### config.mk
export PLATFORM = sky130hd
export DESIGN_NAME = tport_seq
export DESIGN_NICKNAME = d
export VERILOG_FILES = /design/src/rtl/tport_pkg.sv /design/src/rtl/tport_hold_timer.sv /design/src/rtl/tport_step_fsm.sv /design/src/rtl/tport_pin_drive.sv /design/src/rtl/tport_seq.sv
export SDC_FILE = /design/constraint.sdc
export NUM_CORES = 1
export LEC_CHECK = 0
export BUFFER_PORTS_ARGS = -buffer_cell sky130_fd_sc_hd__buf_4
export CORE_MARGIN = 2
export CORE_UTILIZATION = 50
export DETAILED_ROUTE_END_ITERATION = 7
export HOLD_SLACK_MARGIN = 0.12
export PLACE_DENSITY_LB_ADDON = 0.15
export SETUP_SLACK_MARGIN = 0.5
export SKIP_CTS_REPAIR_TIMING = 1
export SLEW_MARGIN = 0
export SYNTH_ARGS = -nofsm -noshare
export SYNTH_HDL_FRONTEND = slang
export SYNTH_SLANG_ARGS = --single-unit
### constraint.sdc
create_clock -name clk -period 3 [get_ports clk]
set_input_delay 0.15 -clock clk [delete_from_list [all_inputs] [get_ports clk]]
set_output_delay 0.15 -clock clk [all_outputs]
set_load 0.005 [all_outputs]
### src/rtl/tport_pkg.sv
package tport_pkg;

  typedef enum logic [3:0] {
    ST_IDLE,
    ST_CLK_HI_A,
    ST_EN_LO_A,
    ST_DIN_CODE,
    ST_EN_HI,
    ST_CLK_LO,
    ST_EN_LO_B,
    ST_DIN_DATA,
    ST_CLK_HI_B
  } step_e;

  function automatic step_e step_after(step_e s);
    case (s)
      ST_CLK_HI_A: return ST_EN_LO_A;
      ST_EN_LO_A:  return ST_DIN_CODE;
      ST_DIN_CODE: return ST_EN_HI;
      ST_EN_HI:    return ST_CLK_LO;
      ST_CLK_LO:   return ST_EN_LO_B;
      ST_EN_LO_B:  return ST_DIN_DATA;
      ST_DIN_DATA: return ST_CLK_HI_B;
      default:     return ST_IDLE;
    endcase
  endfunction

endpackage

### src/rtl/tport_hold_timer.sv
module tport_hold_timer #(
  parameter int HOLD_W   = 8,
  parameter int DEF_HOLD = 4
) (
  input  logic              clk,
  input  logic              rst_n,
  input  logic              start,
  input  logic              reload,
  input  logic [HOLD_W-1:0] hold_in,
  output logic              expire
);
  localparam logic [HOLD_W-1:0] DEF_H = HOLD_W'(DEF_HOLD);

  logic [HOLD_W-1:0] eff_hold;
  logic [HOLD_W-1:0] hold_q;
  logic [HOLD_W-1:0] cnt_q;

  // a zero request selects the default hold
  assign eff_hold = (hold_in == '0) ? DEF_H : hold_in;

  always_ff @(posedge clk or negedge rst_n) begin
    if (!rst_n) begin
      hold_q <= DEF_H;
      cnt_q  <= '0;
    end else if (start) begin
      hold_q <= eff_hold;
      cnt_q  <= eff_hold - 1'b1;
    end else if (reload) begin
      cnt_q  <= hold_q - 1'b1;
    end else if (cnt_q != '0) begin
      cnt_q  <= cnt_q - 1'b1;
    end
  end

  assign expire = (cnt_q == '0);
endmodule

### src/rtl/tport_step_fsm.sv
module tport_step_fsm
  import tport_pkg::*;
(
  input  logic  clk,
  input  logic  rst_n,
  input  logic  start,
  input  logic  expire,
  output step_e step,
  output step_e nxt,
  output logic  take,
  output logic  advance,
  output logic  finish
);
  step_e step_q;

  assign advance = (step_q != ST_IDLE) && expire;
  assign take    = start || advance;
  assign nxt     = start ? ST_CLK_HI_A : step_after(step_q);
  assign finish  = advance && (step_q == ST_CLK_HI_B);

  always_ff @(posedge clk or negedge rst_n) begin
    if (!rst_n)    step_q <= ST_IDLE;
    else if (take) step_q <= nxt;
  end

  assign step = step_q;
endmodule

### src/rtl/tport_pin_drive.sv
module tport_pin_drive
  import tport_pkg::*;
#(
  parameter int DW = 8
) (
  input  logic          clk,
  input  logic          rst_n,
  input  logic          take,
  input  step_e         nxt,
  input  logic          idle,
  input  logic [DW-1:0] code,
  input  logic [DW-1:0] data,
  input  logic          clr_in,
  output logic          port_clk,
  output logic          port_en,
  output logic [DW-1:0] port_din,
  output logic          port_clr
);
  always_ff @(posedge clk or negedge rst_n) begin
    if (!rst_n) begin
      port_clk <= 1'b1;
      port_en  <= 1'b0;
      port_din <= '0;
    end else if (take) begin
      case (nxt)
        ST_CLK_HI_A, ST_CLK_HI_B: port_clk <= 1'b1;
        ST_EN_LO_A, ST_EN_LO_B:   port_en  <= 1'b0;
        ST_DIN_CODE:              port_din <= code;
        ST_EN_HI:                 port_en  <= 1'b1;
        ST_CLK_LO:                port_clk <= 1'b0;
        ST_DIN_DATA:              port_din <= data;
        default: ;
      endcase
    end
  end

  // clear pin only tracks its input between transactions
  always_ff @(posedge clk or negedge rst_n) begin
    if (!rst_n)    port_clr <= 1'b0;
    else if (idle) port_clr <= clr_in;
  end
endmodule

### src/rtl/tport_seq.sv
module tport_seq
  import tport_pkg::*;
#(
  parameter int DW       = 8,
  parameter int HOLD_W   = 8,
  parameter int DEF_HOLD = 4
) (
  input  logic              clk,
  input  logic              rst_n,
  input  logic              req_valid,
  output logic              req_ready,
  input  logic [DW-1:0]     req_code,
  input  logic [DW-1:0]     req_data,
  input  logic [HOLD_W-1:0] hold_cycles,
  input  logic              clr_in,
  output logic              done,
  output logic [DW-1:0]     rdata,
  output logic              port_clk,
  output logic              port_en,
  output logic [DW-1:0]     port_din,
  output logic              port_clr,
  input  logic [DW-1:0]     port_dout
);
  step_e         step;
  step_e         nxt;
  logic          take;
  logic          advance;
  logic          finish;
  logic          expire;
  logic          start;
  logic          idle;
  logic [DW-1:0] code_q;
  logic [DW-1:0] data_q;

  assign idle      = (step == ST_IDLE);
  assign req_ready = idle;
  assign start     = req_valid && idle;

  always_ff @(posedge clk or negedge rst_n) begin
    if (!rst_n) begin
      code_q <= '0;
      data_q <= '0;
    end else if (start) begin
      code_q <= req_code;
      data_q <= req_data;
    end
  end

  tport_hold_timer #(.HOLD_W(HOLD_W), .DEF_HOLD(DEF_HOLD)) u_timer (
    .clk(clk), .rst_n(rst_n), .start(start), .reload(advance),
    .hold_in(hold_cycles), .expire(expire)
  );

  tport_step_fsm u_fsm (
    .clk(clk), .rst_n(rst_n), .start(start), .expire(expire),
    .step(step), .nxt(nxt), .take(take), .advance(advance), .finish(finish)
  );

  tport_pin_drive #(.DW(DW)) u_pins (
    .clk(clk), .rst_n(rst_n), .take(take), .nxt(nxt), .idle(idle),
    .code(code_q), .data(data_q), .clr_in(clr_in),
    .port_clk(port_clk), .port_en(port_en), .port_din(port_din),
    .port_clr(port_clr)
  );

  always_ff @(posedge clk or negedge rst_n) begin
    if (!rst_n) begin
      done  <= 1'b0;
      rdata <= '0;
    end else begin
      done <= finish;
      if (finish) rdata <= port_dout;
    end
  end
endmodule

==> results.yml <==
die:
  die_w_um: 74.3
  coreArea_mm2: 0.00475
  die_y_um: 74.3
  boundaryPins: 57
  initial_core_util_pct: 51.9
  die-area_mm2: 0.00552
  rows: 25
drt:
  antenna_left: 0
  drt_drc_violations_left: 0
  vias: 2276
  drt_iter0_markers: 171
  met2_length_mm: 3.01
  routedWlPerCell_um: 14.1
  wl_met1_mm: 2.67
  wirelength_mm: 6.17
  dr.max_layer_used: "met4"
  via_per_inst: 5.20
  first_pass_iters: 4
  dr_wl_met3_um: 306
synthesis:
  syn_area_mm2: 0.00247
  synth_warnings: 0
  ys_seq_area_share_pct: 56.8
  synth_ff_type: "dfrtp_1"
  syn_nets: 306
  syn_area_per_cell_um2: 9.18
  synth-seq-cells: 56
  async_flop_share_pct: 100
  synthCells: 269
  synth.distinct_cells: 45
  synth_edf_count: 0
timing:
  period_share_pct: 90.9
  setup_viol: 0
  fmax_mhz: 367
  grt_setup_unrepaired: "true"
  period_needed_ps: 2730
  hold_viol_final: 0
  worst_pin_slew_ps: 691
  skew_ps: 10.2
  final.setup.tns_ps: 0
  drv_slew: 0
  slew_headroom_pct: 53.9
placement:
  io_buffers: 56
  dpl_cell_area_mm2: 0.00299
  place.gp.congestion: 0.954
  dp_hpwl_mm: 3.93
finish:
  fill_cells: 352
  multiInputGateArea_mm2: 0.00108
  stdcell_area_mm2: 0.00357
  drive_gt1_share_pct: 27.2
  diodes: 0
  nNetsFinal: 407
  final_common_cell: "nand2_1"
  regArea_mm2: 0.00141
  layout_common_cells: "nand2_1 (101), buf_4 (72), dfrtp_1 (53)"
  synthToLayoutAreaGrowth_pct: 44.7
job:
  max_cap_viol_count: 0
critical_path:
  critPathBufInv: 1
  critical_path.max_fanout: 7
  arrival_ps: 2930
  endpoint_kind: "register"
  critPathTopFamily: "simple AND/OR/NAND/NOR gates"
  cp.required_ps: 3200
  critPathKind: "reg -> reg"
  crit_path_cell_trace: "or4_4 -> inv_8 -> nand2_8 -> a221o_1 -> or3_4 -> or3b_4 -> mux2_4"
  start_kind: "register"
  cpMaxStageDelayCell: "or4_4"
  slowest_delay_ps: 610
pwr:
  ir_drop_v: 0.000491
  leakage_nw: 1.74
  pwr_density_cell_mw_per_mm2: 750
global_route:
  antenna_found_initial: 0
  grt_overflow_total: 0
  grt_pass1_wl_mm: 9.07
  grt_pass1_vias: 1964
  grt_max_degree: 57
  grt_usage_pct: 22.0
cts:
  clkSinkCount: 56
  root_buffer: "clkbuf_8"
  clk_latency_ps: 310
  cts_buffers: 5
  htree_levels: 2
  clkSlewWorstSetupHoldPaths_ps: 90
  clockBufferDepth: 2
  cts_tree: "done"
run_status:
  status: "complete, no violations"
worst_hold_path:
  hold_path.class: "in -> reg"
state kept, by name, summed over array words and instances (netlist names):
signal,count
done,1
u_timer.cnt_q,8
u_pins.port_clk,1
rdata,8
u_fsm.step,4
data_q,8
u_pins.port_clr,1
code_q,8
u_pins.port_en,1
u_timer.hold_q,8
u_pins.port_din,8
worst paths after layout:
path,startpoint,end,slack (ps),cells after the start
min,hold_cycles[2],u_timer.hold_q[2],120,3
max reg2reg,u_fsm.step[2],u_timer.cnt_q[7],270,7
max in group asynchronous,rst_n,u_fsm.step[3],2090,2
min in group asynchronous,rst_n,code_q[3],400,2
max,u_fsm.step[2],u_timer.cnt_q[7],270,7
min reg2reg,rdata[5],rdata[5],480,2
routing by layer:
metal	up-vias	track usage, %
met2	79	35.5
met3	13	4.34
met5	-	0
li1	1107	-
met4	0	9.72
met1	1077	29.1
final cells by class:
cell class	instances	share of cell area, %
flip-flops and latches	56	39.3
multi-input cells	198	30.2
repair buffers	104	24.3
well taps	67	2.35
clock buffers	5	1.93
clock inverters	3	1.19
inverters	5	0.735
cells in the mapped netlist (3+ instances only):
cell,count,share of area [%]
o22ai_1,7,1.8
nor2_1,15,2.3
and2_1,3,0.76
nor3_1,5,1.0
and3_1,5,1.3
inv_1,3,0.46
nand3_1,5,1.0
clkbuf_1,8,1.2
dfrtp_1,54,55
nand2_1,101,15
a21o_1,3,0.91
o21ai_0,12,2.4
a21oi_1,7,1.4
where the power goes:
group / leakage [nW] / switching [W] / internal [W]
logic: 1.01 / 0.000499 / 0.000503
clock network: 0.0541 / 0.000243 / 0.000247
registers: 0.672 / 0.000185 / 0.00100
cells by family after synthesis:
logic type      Yosys count  synth area share [%]
buf+inv                  15                  2.84
simple gates            146                  25.4
compound gates           45                  12.0
flops                    56                  56.8
fa+ha+maj                 1                 0.507
xor+xnor                  4                  1.42
mux                       2                  1.06
through the flow:
stage,cells,hold WS (ps),utilization [%],setup slack [ps],total power [W]
after floorplan,269,-146,-,332,0.00175
after global placement,387,244,62.8,228,0.00198
after detailed placement,387,241,62.8,158,0.00201
after CTS,395,-108,65.1,147,0.00251
after global routing,438,116,75.2,232,0.00287
final,438,115,75.2,273,0.00268
tightest hold or removal path, stage by stage:
cell	delay (ps)
buf_4	90
nor3_2	40
nor2_1	110
(Power assumes the default switching activity.)
